`src/rtl/edo_pkg.sv`:
```
package edo_pkg;
  typedef enum logic [2:0] {
    CYC_IDLE    = 3'd0,
    CYC_ROWONLY = 3'd1,
    CYC_READ    = 3'd2,
    CYC_EWRITE  = 3'd3,
    CYC_RMW     = 3'd4,
    CYC_CBR     = 3'd5
  } cyc_e;
endpackage

```
`src/rtl/edo_cycle_ctrl.sv`:
```
module edo_cycle_ctrl
  import edo_pkg::*;
#(
  parameter int ADDR_W = 10,
  parameter int ROW_W  = 4,
  parameter int COL_W  = 4,
  localparam int IDX_W = ROW_W + COL_W
) (
  input  logic              clk_i,
  input  logic              rst_ni,
  input  logic              ras_ni,
  input  logic              cas_ni,
  input  logic              we_ni,
  input  logic              oe_ni,
  input  logic [ADDR_W-1:0] addr_i,
  output logic [IDX_W-1:0]  idx_o,
  output logic              wr_en_o,
  output logic              rd_load_o,
  output logic              drive_o,
  output logic              cbr_end_o,
  output cyc_e              cyc_o
);
  logic ras_q, cas_q, we_q, oe_q;
  logic [ROW_W-1:0] row_q;
  logic [COL_W-1:0] col_q;
  cyc_e cyc_q, cyc_d;
  logic dvalid_q, dvalid_d;

  logic ras_fall, ras_rise, cas_fall, we_fall, in_access, col_strobe, rmw_strobe, cbr_start;

  assign ras_fall   = ras_q & ~ras_ni;
  assign ras_rise   = ~ras_q & ras_ni;
  assign cas_fall   = cas_q & ~cas_ni;
  assign we_fall    = we_q & ~we_ni;
  assign cbr_start  = ras_fall & ~cas_q & ~cas_ni;
  assign in_access  = ~ras_q & ~ras_ni & (cyc_q != CYC_CBR);
  assign col_strobe = in_access & cas_fall;
  assign rmw_strobe = in_access & ~cas_q & ~cas_ni & we_fall & (cyc_q == CYC_READ);

  assign idx_o     = col_strobe ? {row_q, addr_i[COL_W-1:0]} : {row_q, col_q};
  assign wr_en_o   = (col_strobe & ~we_ni) | rmw_strobe;
  assign rd_load_o = col_strobe & we_ni;
  assign cbr_end_o = ras_rise & (cyc_q == CYC_CBR);
  assign drive_o   = dvalid_q & ~oe_q & ~(ras_q & cas_q);
  assign cyc_o     = cyc_q;

  always_comb begin
    cyc_d    = cyc_q;
    dvalid_d = dvalid_q;
    if (ras_fall) begin
      cyc_d    = cbr_start ? CYC_CBR : CYC_ROWONLY;
      dvalid_d = 1'b0;
    end else if (ras_rise) begin
      cyc_d = CYC_IDLE;
    end else if (col_strobe) begin
      cyc_d    = we_ni ? CYC_READ : CYC_EWRITE;
      dvalid_d = we_ni;
    end else if (rmw_strobe) begin
      cyc_d = CYC_RMW;
    end
    if (ras_ni & cas_ni) dvalid_d = 1'b0;
  end

  always_ff @(posedge clk_i or negedge rst_ni) begin
    if (!rst_ni) begin
      ras_q    <= 1'b1;
      cas_q    <= 1'b1;
      we_q     <= 1'b1;
      oe_q     <= 1'b1;
      row_q    <= '0;
      col_q    <= '0;
      cyc_q    <= CYC_IDLE;
      dvalid_q <= 1'b0;
    end else begin
      ras_q    <= ras_ni;
      cas_q    <= cas_ni;
      we_q     <= we_ni;
      oe_q     <= oe_ni;
      cyc_q    <= cyc_d;
      dvalid_q <= dvalid_d;
      if (ras_fall && !cbr_start) row_q <= addr_i[ROW_W-1:0];
      if (col_strobe) col_q <= addr_i[COL_W-1:0];
    end
  end

  AST_WR_NEEDS_STROBES: assert property (@(posedge clk_i) disable iff (!rst_ni)
    wr_en_o |-> (!ras_ni && !cas_ni));
  AST_ROWONLY_NO_WRITE: assert property (@(posedge clk_i) disable iff (!rst_ni)
    (cyc_q == CYC_ROWONLY && cas_ni) |-> !wr_en_o);
  AST_CBR_NO_WRITE: assert property (@(posedge clk_i) disable iff (!rst_ni)
    (cyc_q == CYC_CBR) |-> !wr_en_o);
endmodule

```
`src/rtl/edo_refresh_ctr.sv`:
```
module edo_refresh_ctr #(
  parameter int REF_W = 10
) (
  input  logic             clk_i,
  input  logic             rst_ni,
  input  logic             inc_i,
  output logic [REF_W-1:0] row_o
);
  logic [REF_W-1:0] cnt_q;

  always_ff @(posedge clk_i or negedge rst_ni) begin
    if (!rst_ni)    cnt_q <= '0;
    else if (inc_i) cnt_q <= cnt_q + REF_W'(1);
  end

  assign row_o = cnt_q;

  AST_REF_STEP: assert property (@(posedge clk_i) disable iff (!rst_ni)
    inc_i |=> (cnt_q == $past(cnt_q) + REF_W'(1)));
  AST_REF_HOLD: assert property (@(posedge clk_i) disable iff (!rst_ni)
    !inc_i |=> $stable(cnt_q));
endmodule

```
`src/rtl/edo_cell_array.sv`:
```
module edo_cell_array #(
  parameter int IDX_W  = 8,
  parameter int DATA_W = 8,
  localparam int DEPTH = 1 << IDX_W
) (
  input  logic              clk_i,
  input  logic [IDX_W-1:0]  idx_i,
  input  logic              wr_en_i,
  input  logic [DATA_W-1:0] wr_data_i,
  output logic [DATA_W-1:0] rd_data_o
);
  logic [DATA_W-1:0] mem_q [DEPTH];

  always_ff @(posedge clk_i) begin
    if (wr_en_i) mem_q[idx_i] <= wr_data_i;
  end

  assign rd_data_o = mem_q[idx_i];
endmodule

```
`src/rtl/edo_dram_core.sv`:
```
module edo_dram_core
  import edo_pkg::*;
#(
  parameter int ADDR_W = 10,
  parameter int DATA_W = 8,
  parameter int ROW_W  = 4,
  parameter int COL_W  = 4,
  localparam int IDX_W = ROW_W + COL_W
) (
  input  logic              clk_i,
  input  logic              rst_ni,
  input  logic              ras_ni,
  input  logic              cas_ni,
  input  logic              we_ni,
  input  logic              oe_ni,
  input  logic [ADDR_W-1:0] addr_i,
  input  logic [DATA_W-1:0] dq_i,
  output logic [DATA_W-1:0] dq_o,
  output logic              dq_oe_o,
  output logic [2:0]        cyc_o,
  output logic [ADDR_W-1:0] rfsh_row_o
);
  logic [IDX_W-1:0]  idx;
  logic              wr_en, rd_load, drive, cbr_end;
  logic [DATA_W-1:0] rd_data, dout_q;
  cyc_e              cyc;

  edo_cycle_ctrl #(.ADDR_W(ADDR_W), .ROW_W(ROW_W), .COL_W(COL_W)) u_ctrl (
    .clk_i, .rst_ni, .ras_ni, .cas_ni, .we_ni, .oe_ni, .addr_i,
    .idx_o(idx), .wr_en_o(wr_en), .rd_load_o(rd_load), .drive_o(drive),
    .cbr_end_o(cbr_end), .cyc_o(cyc)
  );

  edo_cell_array #(.IDX_W(IDX_W), .DATA_W(DATA_W)) u_array (
    .clk_i, .idx_i(idx), .wr_en_i(wr_en), .wr_data_i(dq_i), .rd_data_o(rd_data)
  );

  edo_refresh_ctr #(.REF_W(ADDR_W)) u_rfsh (
    .clk_i, .rst_ni, .inc_i(cbr_end), .row_o(rfsh_row_o)
  );

  // EDO latch: replaced only by the next read column strobe
  always_ff @(posedge clk_i or negedge rst_ni) begin
    if (!rst_ni)      dout_q <= '0;
    else if (rd_load) dout_q <= rd_data;
  end

  assign dq_o    = dout_q;
  assign dq_oe_o = drive;
  assign cyc_o   = cyc;

  AST_CBR_HIZ: assert property (@(posedge clk_i) disable iff (!rst_ni)
    (cyc == CYC_CBR) |-> !dq_oe_o);
  AST_EWRITE_HIZ: assert property (@(posedge clk_i) disable iff (!rst_ni)
    (cyc == CYC_EWRITE) |-> !dq_oe_o);
  AST_IDLE_HIZ: assert property (@(posedge clk_i) disable iff (!rst_ni)
    (ras_ni && cas_ni) |=> !dq_oe_o);
  AST_RMW_KEEPS_OUT: assert property (@(posedge clk_i) disable iff (!rst_ni)
    (cyc == CYC_RMW && !rd_load) |=> $stable(dq_o));
endmodule

```
`config.mk`:
```
export PLATFORM = sky130hd
export DESIGN_NAME = edo_dram_core
export DESIGN_NICKNAME = d
export VERILOG_FILES = /design/src/rtl/edo_pkg.sv /design/src/rtl/edo_cycle_ctrl.sv /design/src/rtl/edo_refresh_ctr.sv /design/src/rtl/edo_cell_array.sv /design/src/rtl/edo_dram_core.sv
export SDC_FILE = /design/constraint.sdc
export NUM_CORES = 2
export LEC_CHECK = 0
export BUFFER_PORTS_ARGS = -buffer_cell sky130_fd_sc_hd__buf_2
export CAP_MARGIN = 0
export CORE_MARGIN = 2
export CORE_UTILIZATION = 45
export DETAILED_ROUTE_END_ITERATION = 10
export MAX_ROUTING_LAYER = met4
export PLACE_DENSITY = 0.59
export SYNTH_ARGS = -nofsm -noshare
export SYNTH_HDL_FRONTEND = slang
export SYNTH_SLANG_ARGS = --single-unit
```
`constraint.sdc`:
```
create_clock -name clk_i -period 3.99 [get_ports clk_i]
set_input_delay 0.798 -clock clk_i [delete_from_list [all_inputs] [get_ports clk_i]]
set_output_delay 0.798 -clock clk_i [all_outputs]
set_load 0.005 [all_outputs]
```
After elaboration in Yosys (flattened, before gate mapping)
Memory sizes are Yosys's and may differ from the RTL's. A register that Yosys moved wholly into a read port is not among the register bits.
Cells that the tools add are included.
Word-level totals
  bits in registers: 26
  output and inout port bits: 22
  memories kept: 1
  memory bits (writable): 2048
Cells by class
  eq/ne operators: 4
  mux-type cells: 13
  reduce and logical (&&, ||, !) cells: 6
  bitwise operators: 28
  add/subtract/negate cells: 1
Memories
  u_array.mem_q: depth 256, bits a word 8, read ports 1, clocked after Yosys merged registers in 1, write ports 1, line edo_cell_array.sv:12  | logic [DATA_W-1:0] mem_q [DEPTH];
Operators by type and width (number)
  1-bit bitwise AND: 20
  3-bit two-way mux: 5
  10-bit by 1-bit adder with 10-bit output (second input constant): 1
  1-bit two-way mux: 7
  1-bit NOT: 7
  4-bit two-way mux: 1
  4-bit nonzero test: 1
  3-bit by 2-bit equality test with 1-bit output (second input constant): 1
  3-bit equality test (second input constant): 1
  3-bit by 2-bit != test with 1-bit output (second input constant): 1
  3-bit != test (second input constant): 1
  3-bit nonzero test: 1
  1-bit logical NOT: 2
  2-bit AND reduction: 1
  1-bit logical AND: 1
  1-bit OR: 1

Depth between registers and ports, before layout
  depth after elaboration: 11
  depth in mapped cells: 19
  mapped depth without buffers: 12

Hierarchy
Synthesis repeated with hierarchy kept, for this count alone.
Second synthesis, totals
  cells, all modules: 3650
  area total of the unflattened synthesis: 79831.6 um^2
By module, submodules not included
  edo_cell_array: seq. area each 61499.0 um^2, area an instance 78332.6 um^2, times used 1, cells each 3539
  edo_cycle_ctrl: seq. area each 405.4 um^2, area an instance 737.0 um^2, times used 1, cells each 59
  edo_refresh_ctr: seq. area each 250.2 um^2, area an instance 430.4 um^2, times used 1, cells each 35
  edo_dram_core: seq. area each 200.2 um^2, area an instance 331.6 um^2, times used 1, cells each 17

Worst setup path before layout
OpenSTA, ideal clock, no wires.
  path kind: input to register
  start point: input port ras_ni
  end point: memory u_array.mem_q[220][0], enable pin
  data required time: 3.620 ns
  data arrival time: 3.595 ns
  stages: 14
  library setup time: 0.370 ns
  setup slack: 0.025 ns
  path through: inv_1 > ha_1 > and4b_1 > and2_1 > nor2_4 > buf_6 > buf_4 > buf_6 > buf_2 > buf_2 > buf_2 > nand3_1 > clkbuf_1 > nor2_1
On the way
  word-level cells in the longest chain between the ends: 10
  elaborated cells between the ends (all ways): 13
  those cells by class: mux (3); bitwise (10)
Ends and longest elaborated chain
  start: declaration: line edo_dram_core.sv:12  | input logic ras_ni,
  1-bit NOT (*): line edo_cycle_ctrl.sv:36  | assign in_access = ~ras_q & ~ras_ni & (cyc_q != CYC_CBR);
  1-bit bitwise AND (*) (2 in a row): line edo_cycle_ctrl.sv:36
  1-bit bitwise AND (4 in a row): line edo_cycle_ctrl.sv:38  | assign rmw_strobe = in_access & ~cas_q & ~cas_ni & we_fall & (cyc_q == CYC_READ);
  1-bit OR: line edo_cycle_ctrl.sv:41  | assign wr_en_o = (col_strobe & ~we_ni) | rmw_strobe;
  1-bit two-way mux: line edo_cell_array.sv:15  | if (wr_en_i) mem_q[idx_i] <= wr_data_i;
  1-bit two-way mux (not written as such): line edo_cell_array.sv:15
  end: declaration: line edo_cell_array.sv:12
Every way passes the cells marked *; elsewhere a longest branch is shown, timed or not.

Worst setup path in the final report
  start point: register u_ctrl.ras_q
  end point: register dout_q[5], in the netlist dq_o[5] (read register of u_array.mem_q)
On the way
  word-level cells in the longest chain between the ends: 5
  elaborated cells between the ends (all ways): 6
  those cells by class: mux (1); bitwise (5)
Ends and longest elaborated chain
  start: declaration: line edo_cycle_ctrl.sv:23  | logic ras_q, cas_q, we_q, oe_q;
  start signal: assignment: line edo_cycle_ctrl.sv:75  | ras_q <= ras_ni;
  1-bit NOT (*): line edo_cycle_ctrl.sv:36
  1-bit bitwise AND (*) (2 in a row): line edo_cycle_ctrl.sv:36
  1-bit bitwise AND (*): line edo_cycle_ctrl.sv:37  | assign col_strobe = in_access & cas_fall;
  4-bit two-way mux / 1-bit bitwise AND (equally long branches): line edo_cycle_ctrl.sv:40, edo_cycle_ctrl.sv:42
  end: declaration: line edo_dram_core.sv:25  | logic [DATA_W-1:0] rd_data, dout_q;
Marks and branches as above.
A chain may end at the register's enable or synchronous reset.

==> results.rst <==
.. list-table::
   :header-rows: 1

   * - Metric
     - Value
   * - Sequential share of the synthesized area
     - 0.750
   * - Wire length of the first global-routing pass
     - 386000 um
   * - Detail-routed via count per cell
     - 6.07
   * - Remaining Overflow, GRT
     - 0
   * - RSZ-0062 raised after global routing
     - true
   * - Peak ir drop on the vdd network
     - 0.000441 V
   * - Effective utilization at floorplan
     - 0.454
   * - Synth cell types
     - 86
   * - Floorplan die area
     - 0.188 mm2
   * - Layout cell share with drive strength beyond 1
     - 0.259
   * - Post-route minimum period
     - 4.00 ns
   * - Number of top-level pins
     - 46
   * - Violations in the final reports
     - negative setup slack
   * - Largest incremental delay on the critical path
     - 0.54 ns
   * - Ratio of final minimum period to clock period
     - 1.00
   * - HPWL reported at the end of detailed placement
     - 181000 um
   * - Share of synthesized flip-flops with an asynchronous set or reset
     - 0.0163
   * - Number of endpoints with negative hold slack in the final report
     - 0
   * - Slew at the pin closest to its max-slew limit
     - 1.14 ns
   * - Std-Cell Core Area
     - 0.183 mm2
   * - Cell types occupying the most area after synthesis
     - sky130_fd_sc_hd__edfxtp_1, sky130_fd_sc_hd__nand2_1, sky130_fd_sc_hd__mux4_2
   * - Summed negative setup slack over all endpoints
     - -0.0241 ns
   * - Via count of the first global-routing pass
     - 52200
   * - Die Width
     - 434 um
   * - Arrival time reported for the critical path endpoint
     - 4.75 ns
   * - Number of clock buffers inserted by TritonCTS
     - 208
   * - Post-detailed-routing wire length
     - 276000 um
   * - Type of the most critical hold path
     - in2async
   * - Flip-flop cell with the highest count after synthesis
     - sky130_fd_sc_hd__edfxtp_1
   * - 1st-pass router iterations
     - 6
   * - Drt wl/cell
     - 30.7 um
   * - H-tree levels
     - 4
   * - Maximum fanout along the worst path
     - 12
   * - Proportion of netlist area held by the largest area contributor
     - 0.740
   * - Port buffer count
     - 39
   * - Synthesis-to-finish area growth
     - 22.6%
   * - Initial antenna violation count
     - 16
   * - Number of enable flip-flop cells after synthesis
     - 2048
   * - Max-slew violations
     - 0
   * - Setup violators final
     - 2
   * - Violation count after the first detailed-route iteration
     - 8429
   * - Library cell contributing the largest single delay on the critical path
     - sky130_fd_sc_hd__dfstp_2
   * - Max-Cap Viols
     - 0
   * - Total Nets Final
     - 6374
   * - Fin util
     - 0.556
   * - Total power density per cell area
     - 554 mW/mm2
   * - Final ANT Viol Nets
     - 0
   * - Maximum number of pins on one net before global-route repair
     - 111
   * - TritonCTS clock tree
     - built
   * - Clock network latency to the later pin of the worst-skew pair
     - 0.88 ns
   * - Leakage
     - 35.5 nW
   * - Synth warn
     - 0
   * - Sequence of cells on the critical path
     - inv_2 -> ha_4 -> and4b_1 -> and2_4 -> nor2_4 -> buf_12 -> buf_12 -> buf_12 -> mux4_2 -> a22oi_1 -> and3_1 -> nor4_1 -> buf_4 -> nor4_1 -> a31oi_1
   * - Detailed-route via count
     - 54700
   * - Cell at the root of the clock tree
     - sky130_fd_sc_hd__clkbuf_16
   * - Synthesized flop and latch total
     - 2082
   * - Fmax achieved
     - 0.250 GHz
   * - Chip height
     - 434 um
   * - Row cnt
     - 157
   * - Number of nets in the synthesized netlist
     - 5413
   * - Clock tree skew after final layout
     - 0.0486 ns
   * - Post-Synthesis Mean Instance Area
     - 15.4 um2
   * - RePlAce Congestion
     - 0.969
   * - Run status
     - complete, but fails checks
   * - Clk sink count
     - 2082
   * - Count of unresolved DRC violations after routing
     - 0
   * - Critical path capture point type
     - register
   * - Type of the worst setup path
     - reg2reg
   * - Worst-case clock buffer depth
     - 3
   * - Least setup slack across all paths after layout
     - -0.0132 ns
   * - Required time of the critical path
     - 4.73 ns
   * - Post-synth top area cell
     - sky130_fd_sc_hd__edfxtp_1
   * - GRT Resource Usage Total
     - 0.298
   * - Most frequent CP cell
     - sky130_fd_sc_hd__buf_12
   * - Netlist area before placement
     - 0.0832 mm2
   * - Cells after Synth
     - 5385
   * - Rel. slew slack
     - 0.243
   * - Clock transition at path regs
     - 0.06 ns
   * - Startpoint class of the critical path
     - register
worst max-delay path, delay by kind of cell (launching register included):
kind | cells | cell delay, ns
AOI/OAI and AO/OA | 2 | 0.41
adders and majority gates | 1 | 0.18
buffers and inverters | 5 | 0.76
DFF | 1 | 0.54
muxes | 1 | 0.50
and+or+nand+nor | 6 | 1.43
path summary, 6_finish.rpt:
path | from | endpoint | slack [ns] | depth (start not counted)
setup reg to reg | u_ctrl.ras_q$_DFF_PN1_ | dq_o[5]$_DFFE_PN0P_ | -0.01 | 15
setup / recovery | u_ctrl.ras_q$_DFF_PN1_ | dq_o[5]$_DFFE_PN0P_ | -0.01 | 15
hold reg to reg | u_rfsh.row_o[9]$_DFFE_PN0P_ | u_rfsh.row_o[9]$_DFFE_PN0P_ | 0.48 | 1
hold / removal | rst_ni | u_rfsh.row_o[5]$_DFFE_PN0P_ | 0.06 | 1
min in group clk_i | we_ni | u_ctrl.we_q$_DFF_PN1_ | 0.12 | 1
max in group asynchronous | rst_ni | dq_o[1]$_DFFE_PN0P_ | 3.26 | 1
kinds of logic after synthesis:
logic type,share of synthesized area
buf+inv,0.0232
fa+ha+maj,0.000602
xor+xnor,0.000948
flops,0.750
simple gates,0.0889
compound gates,0.0770
mux,0.0594
layout by cell type (no fill, tap or decap), drive strengths merged, types with 8 or more instances in the layout:
cell,netlist,final
edfxtp,2048,2048
buf,194,1111
nand2,790,790
nor2,326,326
clkbuf,182,274
nand3,220,220
mux2i,202,202
a211oi,188,188
and3,181,181
o21ai,133,133
mux4,120,120
a31oi,119,119
a21oi,102,102
clkinv,1,94
a311oi,68,68
o22ai,42,42
a32oi,42,42
nand4,36,36
dfrtp,30,30
nor4,28,28
o211ai,24,24
o221ai,24,24
a2111oi,21,21
bufinv,0,19
inv,11,19
mux2,18,18
a221oi,18,18
a22oi,17,17
diode,0,16
o2111ai,16,16
a22o,15,15
nor3,14,14
a41oi,10,10
or4,9,9
xnor2,8,8
o31ai,8,8
nand2b,8,8
power by group:
part | internal, mW | leakage [nW] | switching (mW)
Sequential | 24.1 | 18.8 | 0.159
Clock | 11.0 | 3.32 | 8.59
Combinational | 4.70 | 13.3 | 7.88
Total | 39.8 | 35.5 | 16.6
metrics by stage:
stage               area, um2  setup WS, ns  instances  total power, mW  hold WS [ns]
global placement        94000         -1.54       8567             36.3         0.457
floorplan               83200        0.0249       5385             30.0         0.468
finish                 102000       -0.0132       9004             56.5        0.0578
detailed placement      94000         -1.24       8567             36.4         0.466
global route           102000       -0.0562       8999             57.8        0.0921
CTS                    101000       -0.0190       8967             56.0        0.0373
layer usage:
layer | up-vias | share of wire | routed length [um] | track usage
met1 | 27800 | 0.40 | 109000 | 0.406
met4 | 0 | 0.046 | 12600 | 0.120
met5 | - | 0 | 0 | -
li1 | 23100 | - | - | -
met3 | 616 | 0.11 | 29900 | 0.0625
met2 | 3122 | 0.45 | 124000 | 0.439
registers in the layout, indices dropped and copies added, names as in the netlist:
signal and flops:
u_ctrl.oe_q 1, u_ctrl.ras_q 1, u_ctrl.col_q 4, u_array.mem_q 2048, u_ctrl.we_q 1, u_ctrl.dvalid_q 1
u_ctrl.cyc_o 3, u_ctrl.row_q 4, u_rfsh.row_o 10, dq_o 8, u_ctrl.cas_q 1
layout make-up:
cell class / count / area, um2
sequential: 2082 / 62400
antenna: 16 / 40.0
clock inverter: 127 / 1340
fill: 14400 / 81300
clock buffer: 261 / 5480
tap: 2464 / 3080
timing repair buffer: 1127 / 9960
inverter: 12 / 71.3
multi-input combinational: 2915 / 19600
synthesized netlist by cell type (all sizes together), types with 119 or more instances:
| cell | count |
|---|---|
| edfxtp | 2048 |
| nand2 | 790 |
| nor2 | 326 |
| nand3 | 220 |
| mux2i | 202 |
| buf | 194 |
| a211oi | 188 |
| clkbuf | 182 |
| and3 | 181 |
| o21ai | 133 |
| mux4 | 120 |
| a31oi | 119 |
what timing repair did:
item	4_1_cts	5_1_grt
hold buffers	2	0
endpoints found under the hold margin	2	0
pin swaps	9	18
setup buffers	8	18
gates resized for setup	61	86
gates cloned	3	5
endpoints found under the setup margin	16	8
Note: power is estimated with default switching activity, not from simulation.
